===== config.mk =====
export PLATFORM = sky130hd
export DESIGN_NAME = cos_tone_gen
export DESIGN_NICKNAME = d
export VERILOG_FILES = /design/src/rtl/cos_tone_pkg.sv /design/src/rtl/cos_tick_div.sv /design/src/rtl/cos_phase_acc.sv /design/src/rtl/cos_chan_post.sv /design/src/rtl/cos_tone_gen.sv
export SDC_FILE = /design/constraint.sdc
export NUM_CORES = 1
export LEC_CHECK = 0
export ABC_AREA = 0
export ABC_CLOCK_PERIOD_IN_PS = 3100
export BUFFER_PORTS_ARGS = -buffer_cell sky130_fd_sc_hd__buf_2
export CAP_MARGIN = 30
export CORE_UTILIZATION = 58
export DETAILED_ROUTE_END_ITERATION = 8
export PLACE_DENSITY = 0.8
export SLEW_MARGIN = 10
export SYNTH_ARGS = -nofsm -noshare
export SYNTH_HDL_FRONTEND = slang
export SYNTH_SLANG_ARGS = --single-unit

===== constraint.sdc =====
create_clock -name clk -period 3.1 [get_ports clk]
set_input_delay 0.62 -clock clk [delete_from_list [all_inputs] [get_ports clk]]
set_output_delay 0.62 -clock clk [all_outputs]
set_load 0.005 [all_outputs]

===== src/rtl/cos_tone_pkg.sv =====
`timescale 1ns/1ps
package cos_tone_pkg;
  localparam int DAC_W  = 8;
  localparam int LUT_AW = 8;
  localparam int LUT_N  = 1 << LUT_AW;
  localparam int QTR    = LUT_N / 4;
  localparam int AMP    = (1 << (DAC_W - 1)) - 1;
  localparam logic [DAC_W-1:0] MID_CODE = {1'b1, {(DAC_W-1){1'b0}}};

  typedef enum logic [1:0] {
    INV_NONE = 2'd0,
    INV_ALL  = 2'd1,
    INV_MSB  = 2'd2,
    INV_LOW  = 2'd3
  } inv_mode_e;

  typedef struct packed {
    logic              en;
    inv_mode_e         inv;
    logic [1:0]        scale;
    logic [DAC_W-1:0]  offset;
  } chan_cfg_t;

  // Parabolic quarter-wave magnitude: AMP at x = 0, zero at x = QTR.
  function automatic int quarter_mag(int x);
    return AMP - (AMP * x * x) / (QTR * QTR);
  endfunction

  function automatic logic signed [DAC_W-1:0] cos_entry(int idx);
    int q;
    int v;
    q = idx % QTR;
    case (idx / QTR)
      0:       v = quarter_mag(q);
      1:       v = -quarter_mag(QTR - q);
      2:       v = -quarter_mag(q);
      default: v = quarter_mag(QTR - q);
    endcase
    return DAC_W'(v);
  endfunction
endpackage


===== src/rtl/cos_tick_div.sv =====
`timescale 1ns/1ps
module cos_tick_div #(
  parameter int DIV_W = 3
) (
  input  logic             clk,
  input  logic             rst_n,
  input  logic             slow_stb,
  input  logic             fixed_stb,
  input  logic             src_fixed,
  input  logic [DIV_W-1:0] div,
  output logic             tick
);
  logic [DIV_W-1:0] cnt_q, cnt_d;

  always_comb begin
    cnt_d = cnt_q;
    tick  = 1'b0;
    if (src_fixed) begin
      cnt_d = '0;
      tick  = fixed_stb;
    end else if (slow_stb) begin
      if (cnt_q >= div) begin
        cnt_d = '0;
        tick  = 1'b1;
      end else begin
        cnt_d = cnt_q + 1'b1;
      end
    end
  end

  always_ff @(posedge clk or negedge rst_n) begin
    if (!rst_n) cnt_q <= '0;
    else        cnt_q <= cnt_d;
  end


  slow_tick_src_chk: assert property (@(posedge clk) disable iff (!rst_n)
    (tick && !src_fixed) |-> slow_stb);


  tick_gap_chk: assert property (@(posedge clk) disable iff (!rst_n)
    (!src_fixed && tick && div != '0) |=> (src_fixed || div != $past(div) || !tick));
endmodule


===== src/rtl/cos_phase_acc.sv =====
`timescale 1ns/1ps
module cos_phase_acc #(
  parameter int PH_W = 16
) (
  input  logic            clk,
  input  logic            rst_n,
  input  logic            run,
  input  logic            tick,
  input  logic [PH_W-1:0] step,
  output logic [PH_W-1:0] phase
);
  logic [PH_W-1:0] phase_q, phase_d;
  logic            adv;

  always_comb begin
    adv     = run & tick;
    phase_d = phase_q + step;
  end

  always_ff @(posedge clk or negedge rst_n) begin
    if (!rst_n)   phase_q <= '0;
    else if (adv) phase_q <= phase_d;
  end

  assign phase = phase_q;


  phase_hold_chk: assert property (@(posedge clk) disable iff (!rst_n)
    !run |=> $stable(phase_q));


  phase_adv_chk: assert property (@(posedge clk) disable iff (!rst_n)
    (run && tick && step != '0) |=> (phase_q != $past(phase_q)));
endmodule


===== src/rtl/cos_chan_post.sv =====
`timescale 1ns/1ps
module cos_chan_post
  import cos_tone_pkg::*;
(
  input  logic                    clk,
  input  logic                    rst_n,
  input  logic                    active,
  input  logic signed [DAC_W-1:0] sample,
  input  chan_cfg_t               cfg,
  output logic [DAC_W-1:0]        code
);
  localparam logic signed [DAC_W-1:0] SC3_HI = DAC_W'(AMP / 8);
  localparam logic signed [DAC_W-1:0] SC3_LO = DAC_W'(-(AMP + 1) / 8);

  logic signed [DAC_W-1:0] scaled;
  logic [DAC_W-1:0]        summed, flipped, code_d, code_q;

  always_comb begin
    scaled = sample >>> cfg.scale;
    summed = scaled + cfg.offset;
    case (cfg.inv)
      INV_ALL: flipped = ~summed;
      INV_MSB: flipped = summed ^ MID_CODE;
      INV_LOW: flipped = summed ^ ~MID_CODE;
      default: flipped = summed;
    endcase
    code_d = active ? flipped : MID_CODE;
  end

  always_ff @(posedge clk or negedge rst_n) begin
    if (!rst_n) code_q <= MID_CODE;
    else        code_q <= code_d;
  end

  assign code = code_q;


  idle_mid_chk: assert property (@(posedge clk) disable iff (!rst_n)
    !active |=> (code_q == MID_CODE));


  scale3_bound_chk: assert property (@(posedge clk) disable iff (!rst_n)
    (active && cfg.scale == 2'd3 && cfg.inv == INV_NONE) |=>
      ($signed(code_q - $past(cfg.offset)) <= SC3_HI &&
       $signed(code_q - $past(cfg.offset)) >= SC3_LO));
endmodule


===== src/rtl/cos_tone_gen.sv =====
`timescale 1ns/1ps
module cos_tone_gen
  import cos_tone_pkg::*;
#(
  parameter int PH_W  = 16,
  parameter int DIV_W = 3,
  parameter int CFG_W = 32,
  parameter int AW    = 2
) (
  input  logic             clk,
  input  logic             rst_n,
  input  logic             slow_stb,
  input  logic             fixed_stb,
  input  logic             cfg_we,
  input  logic [AW-1:0]    cfg_addr,
  input  logic [CFG_W-1:0] cfg_wdata,
  output logic [PH_W-1:0]  phase_o,
  output logic [DAC_W-1:0] dac_a,
  output logic [DAC_W-1:0] dac_b
);
  localparam int N_CH     = 2;
  localparam int TEN_BIT  = PH_W;
  localparam int DIV_LSB  = PH_W + 1;
  localparam int SEL_BIT  = DIV_LSB + DIV_W;
  localparam int SC_LSB   = DAC_W;
  localparam int INV_LSB  = DAC_W + 2;
  localparam int CHEN_BIT = DAC_W + 4;
  localparam logic [AW-1:0] A_GLOB = '0;

  // Reset synchronizer: asynchronous assert, synchronous release.
  logic [1:0] rs_q;
  logic       rst_i_n;
  always_ff @(posedge clk or negedge rst_n) begin
    if (!rst_n) rs_q <= '0;
    else        rs_q <= {rs_q[0], 1'b1};
  end
  assign rst_i_n = rs_q[1];

  // Control registers
  logic [PH_W-1:0]  step_q, step_d;
  logic             ten_q, ten_d;
  logic [DIV_W-1:0] div_q, div_d;
  logic             fix_q, fix_d;
  chan_cfg_t        chan_q [N_CH];
  chan_cfg_t        chan_d [N_CH];
  logic             unused_wdata;

  assign unused_wdata = ^cfg_wdata[CFG_W-1:SEL_BIT+1];

  always_comb begin
    step_d = step_q;
    ten_d  = ten_q;
    div_d  = div_q;
    fix_d  = fix_q;
    for (int c = 0; c < N_CH; c++) chan_d[c] = chan_q[c];
    if (cfg_we) begin
      if (cfg_addr == A_GLOB) begin
        step_d = cfg_wdata[PH_W-1:0];
        ten_d  = cfg_wdata[TEN_BIT];
        div_d  = cfg_wdata[SEL_BIT-1:DIV_LSB];
        fix_d  = cfg_wdata[SEL_BIT];
      end
      for (int c = 0; c < N_CH; c++) begin
        if (cfg_addr == AW'(c + 1)) begin
          chan_d[c].offset = cfg_wdata[DAC_W-1:0];
          chan_d[c].scale  = cfg_wdata[SC_LSB+1:SC_LSB];
          chan_d[c].inv    = inv_mode_e'(cfg_wdata[INV_LSB+1:INV_LSB]);
          chan_d[c].en     = cfg_wdata[CHEN_BIT];
        end
      end
    end
  end

  always_ff @(posedge clk or negedge rst_i_n) begin
    if (!rst_i_n) begin
      step_q <= '0;
      ten_q  <= 1'b0;
      div_q  <= '0;
      fix_q  <= 1'b0;
      for (int c = 0; c < N_CH; c++) chan_q[c] <= '0;
    end else begin
      step_q <= step_d;
      ten_q  <= ten_d;
      div_q  <= div_d;
      fix_q  <= fix_d;
      for (int c = 0; c < N_CH; c++) chan_q[c] <= chan_d[c];
    end
  end

  // Tick generation and phase
  logic tick;

  cos_tick_div #(.DIV_W(DIV_W)) u_tick (
    .clk       (clk),
    .rst_n     (rst_i_n),
    .slow_stb  (slow_stb),
    .fixed_stb (fixed_stb),
    .src_fixed (fix_q),
    .div       (div_q),
    .tick      (tick)
  );

  logic [PH_W-1:0] phase;

  cos_phase_acc #(.PH_W(PH_W)) u_acc (
    .clk   (clk),
    .rst_n (rst_i_n),
    .run   (ten_q),
    .tick  (tick),
    .step  (step_q),
    .phase (phase)
  );

  assign phase_o = phase;

  // Cosine table, filled at elaboration
  logic signed [DAC_W-1:0] lut [LUT_N];
  for (genvar g = 0; g < LUT_N; g++) begin : g_lut
    assign lut[g] = cos_entry(g);
  end

  logic signed [DAC_W-1:0] sample;
  assign sample = lut[phase[PH_W-1 -: LUT_AW]];

  // Per-channel post-processing
  logic [DAC_W-1:0] code [N_CH];
  for (genvar c = 0; c < N_CH; c++) begin : g_ch
    cos_chan_post u_post (
      .clk    (clk),
      .rst_n  (rst_i_n),
      .active (ten_q & chan_q[c].en),
      .sample (sample),
      .cfg    (chan_q[c]),
      .code   (code[c])
    );
  end

  assign dac_a = code[0];
  assign dac_b = code[1];
endmodule


### Yosys cells after proc, flatten, opt, wreduce, memory -nomap -nowiden

Memory sizes are Yosys's and may differ from the RTL's.
Index checks and enable logic that the tools add are counted.

* add/subtract/negate cells: 4
* multiply operators: 0
* div/mod/pow operators: 0
* order comparisons: 2
* equal/unequal tests: 8
* shifts and indexed selects: 2
* muxes and demuxes: 12
* bitwise operators: 10
* reductions and logical operators: 5

Operator list (count)
* one-hot mux 8 bit (3 select lines): 2
* two-way mux 8 bit: 4
* adder 16 bit: 1
* adder 8 bit: 2
* NOT 8 bit: 2
* >>> shifter 8 x 2 -> 8 bit: 2
* NOT 7 bit: 2
* equality test 2 bit (second input constant): 5
* greater-or-equal comparator 9 bit (second input constant): 1
* two-way mux 3 bit: 3
* NOT 8 -> 9 bit: 1
* equality test 2 x 1 -> 1 bit (second input constant): 3
* AND reduction 2 bit: 3
* adder 3 x 1 -> 3 bit (second input constant): 1
* AND 1 bit: 3
* greater-or-equal comparator 3 bit: 1
* two-way mux 1 bit: 3
* zero test 2 bit: 1
* NOT 1 bit: 2
* nonzero test 2 bit: 1

* register bits: 84
* latch bits: 0
* RAM bits: 0
* ROM bits: 2048
* bits of input ports: 39
* output and inout port bits: 32
* word-level logic and storage cells: 61
* memories: 1

Memories
* (name not given): depth 256, width 8, read ports 1, clocked after Yosys merged registers in 0, write ports 0, line cos_tone_gen.sv:123 `assign sample = lut[phase[PH_W-1 -: LUT_AW]];`

### Longest topological paths before layout

Gate-level depths: netlist of the first run.

* depth in word-level cells: 9
* mapped depth: 22
* mapped depth without buffers: 20

### By module

Synthesis of the first run repeated with hierarchy kept, for this count alone.

* cells, all modules: 711
* area, all modules: 6939.2 um2

Modules (own cells, without submodules)
* cos_tone_gen: instances 1, cells an instance 380, area an instance 3661.0 um2
* cos_phase_acc: instances 1, cells an instance 150, area an instance 1295.0 um2
* cos_chan_post (g_ch[0].u_post): instances 1, cells an instance 76, area an instance 869.6 um2
* cos_chan_post (g_ch[1].u_post): instances 1, cells an instance 77, area an instance 863.3 um2
* cos_tick_div: instances 1, cells an instance 28, area an instance 250.2 um2

### Least setup slack after synthesis of the first run

OpenSTA, ideal clock, no wires.

* kind: flip-flop to flip-flop
* from: reg u_acc.phase_q[9], in the netlist u_acc.phase[9]
* to: reg g_ch[1].u_post.code_q[7]
* library setup time: 0.086 ns
* data arrival time: 4.304 ns
* required time: 3.014 ns
* setup slack: -1.290 ns
* cell stages (with the launch flop): 21
* clock period less this slack: 4.390 ns
* cell sequence: dfrtp_1 buf_4 inv_1 ha_1 buf_6 or2_0 mux4_2 a211oi_2 a21oi_1 a221oi_2 a31oi_2 mux2_4 mux2_4 ha_1 a21o_1 a21o_1 a21o_1 a21oi_1 o21ai_0 xnor2_1 nand3_1

* cells in the longest elaborated chain, start to end: 9
* elaborated cells between the ends (all ways): 10
* classes of those cells: 1 x add/sub; 1 x shift; 4 x mux; 3 x bitwise; 1 x memory

RTL lines
* start: declaration: line cos_phase_acc.sv:12 `logic [PH_W-1:0] phase_q, phase_d;`
* start signal: assignment: line cos_phase_acc.sv:22 `else if (adv) phase_q <= phase_d;`
* NOT 8 -> 9 bit (implied by the code) *: line cos_tone_gen.sv:123
* memory (256 x 8 bit) *
* two-way mux 8 bit (implied by the code) * (2 in series): line cos_tone_gen.sv:123
* >>> shifter 8 x 2 -> 8 bit *: line cos_chan_post.sv:19 `scaled = sample >>> cfg.scale;`
* adder 8 bit *: line cos_chan_post.sv:20 `summed = scaled + cfg.offset;`
* NOT 1 bit (no source line) or NOT 8 bit (tied branches)
* one-hot mux 8 bit (3 select lines) *: line cos_chan_post.sv:21 `case (cfg.inv)`
* two-way mux 8 bit *: line cos_chan_post.sv:27 `code_d = active ? flipped : MID_CODE;`
* named net g_ch[1].u_post.code_d[7]: line cos_chan_post.sv:16 `logic [DAC_W-1:0] summed, flipped, code_d, code_q;`
* end signal: assignment: line cos_chan_post.sv:32 `else code_q <= code_d;`
* end: declaration: line cos_chan_post.sv:16

The timed path passes the listed nets; every way through them passes the cells marked *. The select of a mux whose other input is x is not followed.
A chain may end at the register's enable or synchronous reset.

### Worst setup path in the final report of the first run

Ends and elaborated chain as after synthesis.

==> flow_summary_export.csv, run 1 <==
group,metric,value,unit
placed_design,routabilityCongestion,0.954,
route,drc_errors,0,
critical_path,critPathRequiredTime,3370,ps
cts,ctsHoldBuffers,0,
cells_and_area,fill_cells,656,
sta,finalCritPeriodShare,1.30,
floorplan,core,10900,sq um
sta,hold_ws,40.5,ps
sta,fin_crit,4040,ps
floorplan,num_rows,38,
grt,grt_pass1_vias,6365,
route,drt_iter0_markers,884,
sta,tightestPinTransition,727,ps
critical_path,crit_path_max_fanout,7,
placed_design,pre_cts_slack,-962,ps
grt,grt_pass1_wl,33.3,mm
yosys,synthArstFlopShare,1.00,
critical_path,cp_slowest_stage_delay,510,ps
yosys,synthFlopType,"dfrtp_1",
critical_path,path_cells,"clkinv_4, ha_4, buf_12, nor2_4, a21oi_2, mux4_2, mux4_2, mux2i_4, buf_4, buf_4, mux2i_1, o21ai_0, ha_1, a21o_1, a21o_1, a21oi_2, o21ai_1, xnor2_1, nand3_1",
cts,cts_tree,"built",
cts,cts_made_buffers,9,
floorplan,fp.dieW,108,um
sta,clock_skew,11.3,ps
floorplan,die_h,108,um
status,status,"finished with violations",
cells_and_area,layout-area-overhead-vs-synth,31.4,%
cts,clock-root-buffer,"clkbuf_16",
cells_and_area,layout.nets,972,
route,route.vias.total,6655,
grt,grt_max_degree,83,
cts,clk_pin_slew,70,ps
power_and_ir_drop,power,11.8,mW
critical_path,endpoint_kind,"flip-flop",
grt,grt-ovfl-total,0,
yosys,synth.avg_cell_area,9.17,sq um
cts,clock_sinks,84,
cells_and_area,drive_gt1_frac,0.392,
yosys,synth-edff-count,0,
min_path,hold_path_class,"input port to asynchronous set/reset pin",
cells_and_area,layout_common_cells,"buf_4, dfrtp_1, buf_2",
route,avgViaCountPerCell,6.45,
grt,grt_usage,0.380,
floorplan,start_util,0.599,
cells_and_area,final_common_cell,"buf_4",
power_and_ir_drop,pwr_density_cell,1380,nW/um^2
power_and_ir_drop,ir_drop,0.00104,V
yosys,netlist-cell-type-count,77,
sta,hold_viol,0,
critical_path,regToRegSetupSlack,-940,ps
cts,cts_buffer_depth,2,
route,wire_per_inst,22.5,um
route,dr.pass1.iters,7,
sta,max_freq,0.247,GHz
critical_path,regToRegStartpoint,"u_acc.phase[9]$_DFFE_PN0P_",
critical_path,r2r-end,"g_ch[1].u_post.code[7]$_DFF_PN1_",
yosys,yosys_warnings,0,
sta,setup_ws,-942,ps
critical_path,r2r_cells,19,
cts,clk_latency,360,ps
floorplan,pin_count,71,
placed_design,dpl.hpwl,15.7,mm
yosys,netlist_area,6550,sq um
sta,setup_viol,16,
sta,finalMaxSlewViolations,0,
critical_path,cp.arrival,4320,ps
route,ant_nets,0,
critical_path,crit_slowest_cell,"mux4_2",
status,violations,"setup timing",
cts,htree_levels,3,
yosys,synth-seq-cells,84,
power_and_ir_drop,leakagePower,3.95,nW
cells_and_area,n_antenna_cell,0,
floorplan,die_area,11700,sq um
sta,relSlewSlack,0.514,
cells_and_area,post-route-util,0.787,
yosys,syn-instance-count,714,
sta,rsz0062_at_grt,"yes",
route,routed_wl,23.2,mm
yosys,syn_nets,799,
grt,grt_antenna_before_repair,0,
run,maxCapViolations,0,
critical_path,start_kind,"flip-flop",
placed_design,port_buffers,59,
critical_path,path_class,"flip-flop to flip-flop",
yosys,ys_seq_area_frac,0.321,
[synth_stat cells (3+ instances only)]
cell type  count  area, sq um
nand2_1       57          214
fa_1           3         60.1
a22oi_1        3         22.5
mux2i_1       13          130
o211ai_1       3         22.5
o21ai_0       59          295
nor3_1        11         55.1
a21oi_1       53          265
a211oi_1      12         90.1
nand3b_1       4         30.0
o21a_1         5         37.5
xnor2_1       31          272
nor2_1        59          221
a31oi_1        5         31.3
xor2_1        13          114
o21bai_1       4         30.0
buf_1          8         30.0
mux2_2        51          574
ha_1          43          538
buf_4          6         45.0
nand3_1       11         55.1
a21o_1        14          105
buf_2         13         65.1
o31ai_1        6         45.0
a311oi_1       5         43.8
nor2b_1       13         81.3
or2_2          3         18.8
mux4_2         7          158
inv_1         18         67.6
clkbuf_1      14         52.6
nand2b_1      21          131
dfrtp_1       82         2050
o311ai_0       4         35.0
nand4_1        3         18.8
[what timing repair did]
item	CTS	global route
setup endpoints to repair	16	16
pin swaps	24	35
resized for setup	15	42
gates cloned	0	0
setup buffers	5	9
[worst max-delay path by stage]
stage	start	endpoint	slack (ps)
after global placement	u_acc.phase[8]$_DFFE_PN0P_	g_ch[1].u_post.code[7]$_DFF_PN1_	-790
after global routing	u_acc.phase[9]$_DFFE_PN0P_	g_ch[1].u_post.code[7]$_DFF_PN1_	-1080
final	u_acc.phase[9]$_DFFE_PN0P_	g_ch[1].u_post.code[7]$_DFF_PN1_	-940
after detailed placement	u_acc.phase[8]$_DFFE_PN0P_	g_ch[0].u_post.code[7]$_DFF_PN1_	-960
after floorplan	u_acc.phase[9]$_DFFE_PN0P_	g_ch[1].u_post.code[7]$_DFF_PN1_	-770
after CTS	u_acc.phase[9]$_DFFE_PN0P_	g_ch[0].u_post.code[7]$_DFF_PN1_	-890
[sequential cells by signal, summed over array words and instances (netlist names)]
signal / cells
ten_q: 1
div_q: 3
step_q: 16
chan_q: 26
u_acc.phase: 16
fix_q: 1
u_tick.cnt_q: 3
rs_q: 2
g_ch.u_post.code: 16
[cell families after synthesis]
kind of cell	share of synthesized area
adder cells (fa/ha/maj)	0.0913
buffers and inverters	0.0443
AO/OA/AOI/OAI	0.204
AND/OR/NAND/NOR	0.139
multiplexers	0.140
XOR/XNOR	0.0588
flip-flops	0.321
other	0.000573
[metrics by stage]
stage          instances  cell area, sq um  TNS, ps
3_5_place_dp        1005              7950   -10120
4_1_cts             1023              8350    -9660
3_3_place_gp        1005              7950    -8470
6_report            1032              8610   -10350
2_1_floorplan        714              6650    -7300
5_1_grt             1032              8610   -12310
[routing by layer]
metal / share of wire / vias up / routed length [um] / global-route usage
li1: - / 2926 / - / -
met1: 0.40 / 3232 / 9250 / 0.500
met2: 0.48 / 406 / 11100 / 0.614
met3: 0.078 / 91 / 1820 / 0.0585
met4: 0.045 / 0 / 1040 / 0.185
met5: 0 / - / 0 / 0
[power by group]
group          switching [mW]  leakage [nW]  internal [mW]
Sequential              0.349          1.03           1.38
Combinational            4.46          2.77           4.48
Clock                   0.507         0.156          0.664
[cell type report]
| class | instances | area [sq um] | area share |
|---|---|---|---|
| Clock buffer | 10 | 239 | 0.0278 |
| Clock inverter | 6 | 76.3 | 0.00887 |
| Multi-Input combinational cell | 566 | 4470 | 0.519 |
| Inverter | 21 | 86.3 | 0.0100 |
| Sequential cell | 84 | 2110 | 0.245 |
| Timing Repair Buffer | 205 | 1450 | 0.169 |
| Tap cell | 140 | 175 | 0.0204 |
[critical path, delay by kind of cell, from the launching register on]
kind / cells / cell delay [ps]
mux: 4 / 1250
compound gates: 6 / 960
fa+ha+maj: 2 / 480
buf+inv: 4 / 470
flops: 1 / 450
simple gates: 2 / 180
xor+xnor: 1 / 160
(Power assumes the default switching activity.)
==> inputs of run 2 (changes only) <==
- ABC_CLOCK_PERIOD_IN_PS: 3100 -> 4000
- MAX_ROUTING_LAYER: unset -> met4
- SLEW_MARGIN: 10 -> unset
- clock period: 3.1 -> 4 ns (I/O delays scaled with it)
==> run 2 against run 1 <==
  * The run still ends with setup timing left
  * Critical path depth shrank 1
  * First-iteration DRC count shrank 25%
  * Combinational power shrank 30%
  * Sequential share of layout area grew 1.4 points
  * Flip-flop and latch count is the same
  * Register-to-register slack gained 900 ps
  * Worst setup slack gained 900 ps
  * Worst hold slack gained 140 ps
  * Via count shrank 7.6%
  * Wire length shrank 13%
  * Clock-buffer cell count shrank 1
  * Sequential power shrank 24%
==> flow_summary_export.csv, run 2 (synthesis gave the netlist of run 1 again) <==
group,metric,value,unit
cells_and_area,largest_register_ffs,26,
cts,clock_sinks,84,
route,avgViaCountPerCell,6.31,
critical_path,start_kind,"flip-flop",
cells_and_area,drive_gt1_frac,0.357,
cts,cts_made_buffers,9,
sta,hold_viol,0,
floorplan,pin_count,71,
cells_and_area,regMostFlops,"chan_q",
sta,setup_viol,2,
sta,tightestPinTransition,775,ps
status,status,"finished with violations",
floorplan,start_util,0.599,
cts,clock-root-buffer,"clkbuf_16",
cts,clk_latency,350,ps
sta,fin_tns_setup,-71.1,ps
route,route.vias.total,6152,
cells_and_area,fin_cells,975,
power_and_ir_drop,leakagePower,3.63,nW
placed_design,routabilityCongestion,0.959,
critical_path,crit_slowest_cell,"mux4_2",
floorplan,num_rows,38,
sta,setup_ws,-44.3,ps
cells_and_area,final_common_cell,"buf_4",
critical_path,path_cells,"inv_4, ha_4, or2_0, mux4_2, a211oi_2, a21oi_2, a221oi_2, a31oi_4, mux2_4, mux2_4, ha_4, a21o_1, a21o_1, a21o_1, a21oi_2, o21ai_2, xnor2_1, nand3_1",
cells_and_area,layout_common_cells,"buf_4, dfrtp_1, buf_2",
grt,grt_usage,0.370,
grt,grt_pass1_wl,31.7,mm
placed_design,pre_cts_slack,-147,ps
power_and_ir_drop,pwr_density_cell,1030,nW/um^2
cells_and_area,fill_cells,780,
power_and_ir_drop,power,8.42,mW
critical_path,endpoint_kind,"flip-flop",
cts,ctsHoldBuffers,0,
run,maxCapViolations,0,
route,routed_wl,20.3,mm
sta,relSlewSlack,0.482,
cells_and_area,layout.nets,915,
placed_design,dpl.hpwl,14.9,mm
critical_path,cp.arrival,4320,ps
sta,fin_crit,4040,ps
route,drt_iter0_markers,661,
status,violations,"setup timing",
cells_and_area,n_antenna_cell,0,
route,wire_per_inst,20.8,um
placed_design,place_inst,949,
grt,grt_max_degree,70,
grt,grt_pass1_vias,6095,
sta,hold_ws,185,ps
floorplan,die_h,108,um
grt,grt_antenna_before_repair,0,
floorplan,core,10900,sq um
sta,rsz0062_at_grt,"yes",
grt,grt-ovfl-total,0,
sta,finalCritPeriodShare,1.01,
placed_design,place_area,7480,sq um
sta,max_freq,0.247,GHz
cts,cts_buffer_depth,2,
critical_path,path_class,"flip-flop to flip-flop",
cells_and_area,layout-area-overhead-vs-synth,24.4,%
cts,clk_pin_slew,70,ps
cells_and_area,design_area,8150,sq um
cells_and_area,post-route-util,0.745,
critical_path,cp_slowest_stage_delay,490,ps
critical_path,crit_path_max_fanout,6,
power_and_ir_drop,ir_drop,0.000703,V
cts,htree_levels,3,
placed_design,port_buffers,59,
route,dr.pass1.iters,5,
cts,cts_tree,"built",
route,ant_nets,0,
floorplan,die_area,11700,sq um
sta,clock_skew,6.94,ps
sta,finalMaxSlewViolations,0,
critical_path,critPathRequiredTime,4270,ps
min_path,hold_path_class,"flip-flop to asynchronous set/reset pin",
floorplan,fp.dieW,108,um
critical_path,cpMostUsedCell,"a21o_1",
route,drc_errors,0,
run 2: cell count changes in the layout (fill, tap and decap cells not counted), moves of 3 or more:
| cell | before | now |
|---|---|---|
| buf_4 | 139 | 83 |
| xnor2_1 | 25 | 29 |
| a311oi_1 | 5 | 2 |
| a311oi_2 | 0 | 3 |
| nor2_1 | 56 | 53 |
| nor2b_2 | 1 | 4 |
| nor3_1 | 11 | 8 |
| xnor2_2 | 5 | 2 |
run 2: final cells by class:
type / count / area [sq um] / share of cell area
Multi-Input combinational cell: 566 / 4460 / 0.547
Inverter: 21 / 83.8 / 0.0103
Sequential cell: 84 / 2110 / 0.259
Clock inverter: 7 / 68.8 / 0.00845
Tap cell: 140 / 175 / 0.0215
Clock buffer: 9 / 225 / 0.0276
Timing Repair Buffer: 148 / 1030 / 0.126
run 2: routing by layer:
layer / vias to the layer above / global-route usage / share of wire
li1: 2817 / - / -
met1: 2970 / 0.463 / 0.41
met2: 302 / 0.595 / 0.49
met3: 63 / 0.0549 / 0.073
met4: 0 / 0.162 / 0.032
met5: - / - / 0
run 2: power breakdown:
part | switching (mW) | internal (mW) | leakage, nW
logic | 3.24 | 3.04 | 2.47
clock network | 0.384 | 0.436 | 0.137
registers | 0.250 | 1.07 | 1.03
total | 3.87 | 4.54 | 3.63
run 2: repair_timing:
| item | in CTS | in global routing |
|---|---|---|
| setup buffers | 6 | 5 |
| setup endpoints to repair | 8 | 11 |
| endpoints found under the hold margin | 0 | 0 |
| resized for setup | 21 | 50 |
| pin swaps | 11 | 33 |
run 2: final timing paths:
check | from | endpoint | slack, ps | cells past startpoint
setup / recovery | u_acc.phase[9]$_DFFE_PN0P_ | g_ch[1].u_post.code[7]$_DFF_PN1_ | -40 | 18
hold / removal | rs_q[1]$_DFF_PN0_ | u_acc.phase[9]$_DFFE_PN0P_ | 180 | 0
setup reg to reg | u_acc.phase[9]$_DFFE_PN0P_ | g_ch[1].u_post.code[7]$_DFF_PN1_ | -40 | 18
hold reg to reg | rs_q[1]$_DFF_PN0_ | u_acc.phase[9]$_DFFE_PN0P_ | 180 | 0
max in group asynchronous | rs_q[1]$_DFF_PN0_ | g_ch[1].u_post.code[7]$_DFF_PN1_ | 3170 | 1
min in group clk | rs_q[0]$_DFF_PN0_ | rs_q[1]$_DFF_PN0_ | 370 | 0
run 2: critical path: cells and delay by family, from the launching register on:
family | cells | cell delay (ps)
flip-flops | 1 | 470
AND/OR/NAND/NOR | 2 | 310
XOR/XNOR | 1 | 180
AO/OA/AOI/OAI | 9 | 1510
multiplexers | 3 | 1070
buffers and inverters | 1 | 70
adder cells (fa/ha/maj) | 2 | 370
==> inputs of run 3 (changes only) <==
- ABC_CLOCK_PERIOD_IN_PS: 4000 -> 3800
- clock period: 4 -> 3.8 ns (I/O delays scaled with it)
==> run 3 against run 2 <==
  * The run still ends with setup timing left
  * Via count rose by 1.7%
  * Non-clock buffer count rose by 16
  * Critical path depth unchanged
  * Critical endpoint is now g_ch[0].u_post.code[5]$_DFF_PN0_
==> flow_summary_export.csv, run 3 (synthesis gave the netlist of run 1 again) <==
group,metric,value,unit
status,status,"finished with violations",
cells_and_area,post-route-util,0.753,
route,route.vias.total,6255,
cells_and_area,layout.nets,931,
grt,grt-ovfl-total,0,
route,avgViaCountPerCell,6.31,
power_and_ir_drop,pwr_density_cell,1120,nW/um^2
route,drt_iter0_markers,675,
cells_and_area,largest_register_ffs,26,
critical_path,regToRegStartpoint,"u_acc.phase[9]$_DFFE_PN0P_",
sta,max_freq,0.242,GHz
sta,rsz0062_at_grt,"yes",
route,met3_length,1.56,mm
cells_and_area,drive_gt1_frac,0.344,
cts,cts_made_buffers,9,
route,wire_per_inst,21.0,um
sta,setup_ws,-336,ps
floorplan,die_h,108,um
critical_path,critPathRequiredTime,4020,ps
grt,grt_pass1_vias,6097,
sta,tightestPinTransition,833,ps
sta,finalMaxSlewViolations,0,
sta,fin_crit,4140,ps
route,routed_wl,20.9,mm
sta,clock_skew,7.70,ps
grt,grt_pass1_wl,32.2,mm
critical_path,r2r_cells,18,
power_and_ir_drop,ir_drop,0.000698,V
floorplan,num_rows,38,
critical_path,crit_path_max_fanout,4,
cells_and_area,final_common_cell,"buf_4",
sta,hold_viol,0,
critical_path,path_class,"flip-flop to flip-flop",
cells_and_area,n_antenna_cell,0,
grt,grt_usage,0.378,
floorplan,core,10900,sq um
grt,grt_max_degree,74,
cells_and_area,layout_common_cells,"buf_4, dfrtp_1, buf_2",
grt,grt_antenna_before_repair,0,
cells_and_area,regMostFlops,"chan_q",
sta,finalCritPeriodShare,1.09,
placed_design,place_area,7670,sq um
power_and_ir_drop,power,9.22,mW
cells_and_area,design_area,8240,sq um
cts,cts_buffer_depth,2,
cts,clock-root-buffer,"clkbuf_16",
status,violations,"setup timing",
floorplan,die_area,11700,sq um
cts,clk_pin_slew,70,ps
sta,hold_ws,166,ps
critical_path,cp.arrival,4360,ps
cts,clock_sinks,84,
cts,clk_latency,350,ps
critical_path,regToRegSetupSlack,-340,ps
route,topRoutingLayerUsed,"met4",
route,dr.pass1.iters,5,
floorplan,start_util,0.599,
placed_design,routabilityCongestion,0.939,
critical_path,r2r-end,"g_ch[0].u_post.code[5]$_DFF_PN0_",
cts,cts_tree,"built",
route,drc_errors,0,
route,wl_met1,8.50,mm
min_path,hold_path_class,"flip-flop to asynchronous set/reset pin",
power_and_ir_drop,leakagePower,3.75,nW
floorplan,pin_count,71,
route,ant_nets,0,
cells_and_area,layout-area-overhead-vs-synth,25.8,%
route,wl_met2,10.1,mm
critical_path,start_kind,"flip-flop",
floorplan,fp.dieW,108,um
critical_path,endpoint_kind,"flip-flop",
placed_design,port_buffers,59,
run,maxCapViolations,0,
sta,setup_viol,11,
cts,htree_levels,3,
placed_design,dpl.hpwl,14.7,mm
sta,relSlewSlack,0.443,
run 3: changes by cell type in the layout (fill, tap and decap cells not counted), moves of 4 or more:
cell | previous run | this run
buf_4 | 83 | 97
ha_1 | 32 | 36
nor2_1 | 53 | 57
nor2b_2 | 4 | 0
xnor2_1 | 29 | 25
xnor2_2 | 2 | 6
run 3: cell type report:
type / instances / area [sq um]
multi-input combinational: 566 / 4390
inverter: 21 / 83.8
fill: 708 / 2700
tap: 140 / 175
timing repair buffer: 164 / 1160
clock inverter: 6 / 76.3
clock buffer: 10 / 239
sequential: 84 / 2110
run 3: report_power, final:
part | switching [mW] | internal [mW] | leakage, nW
Clock | 0.397 | 0.540 | 0.156
Sequential | 0.272 | 1.13 | 1.03
Combinational | 3.49 | 3.39 | 2.57
Total | 4.16 | 5.06 | 3.75
run 3: how the worst max path moves through the flow:
stage	from	to	slack (ps)
after floorplan	u_acc.phase[9]$_DFFE_PN0P_	g_ch[1].u_post.code[7]$_DFF_PN1_	-70
after global placement	u_acc.phase[8]$_DFFE_PN0P_	g_ch[1].u_post.code[7]$_DFF_PN1_	-180
after detailed placement	u_acc.phase[9]$_DFFE_PN0P_	g_ch[0].u_post.code[7]$_DFF_PN1_	-310
after CTS	u_acc.phase[9]$_DFFE_PN0P_	g_ch[1].u_post.code[5]$_DFF_PN0_	-290
after global routing	u_acc.phase[9]$_DFFE_PN0P_	g_ch[0].u_post.code[6]$_DFF_PN0_	-430
final	u_acc.phase[9]$_DFFE_PN0P_	g_ch[0].u_post.code[5]$_DFF_PN0_	-340
run 3: repair_timing:
action,4_1_cts,5_1_grt
cloned,0,0
resized for setup,23,10
hold buffers,0,0
hold endpoints to repair,0,0
setup endpoints to repair,10,14
pin swaps,13,10
setup buffers,9,3
run 3: metrics by stage:
step / TNS, ps / setup slack (ps) / std cells
3_5_place_dp: -1760 / -315 / 965
2_1_floorplan: -69.3 / -69.3 / 714
6_report: -1930 / -336 / 991
3_3_place_gp: -909 / -181 / 964
5_1_grt: -3630 / -427 / 991
4_1_cts: -1650 / -288 / 989
run 3: worst max-delay path, stage by stage, from the launching register on:
cell and delay, ps:
dfrtp_2 470, ha_4 180, or2_1 220, mux4_2 500
a211oi_4 280, a21oi_2 80, a221oi_2 350, a31oi_4 90
buf_12 160, buf_6 110, a22o_4 210, a31o_4 210
ha_4 220, a21o_1 170, a21o_1 200, a21oi_2 210
buf_4 160, xnor2_2 110, nor2_1 80
run 3: per-layer routing:
metal / GRT usage / vias up
met5: - / -
met1: 0.484 / 3045
met2: 0.609 / 298
met4: 0.146 / 0
li1: - / 2843
met3: 0.0524 / 69
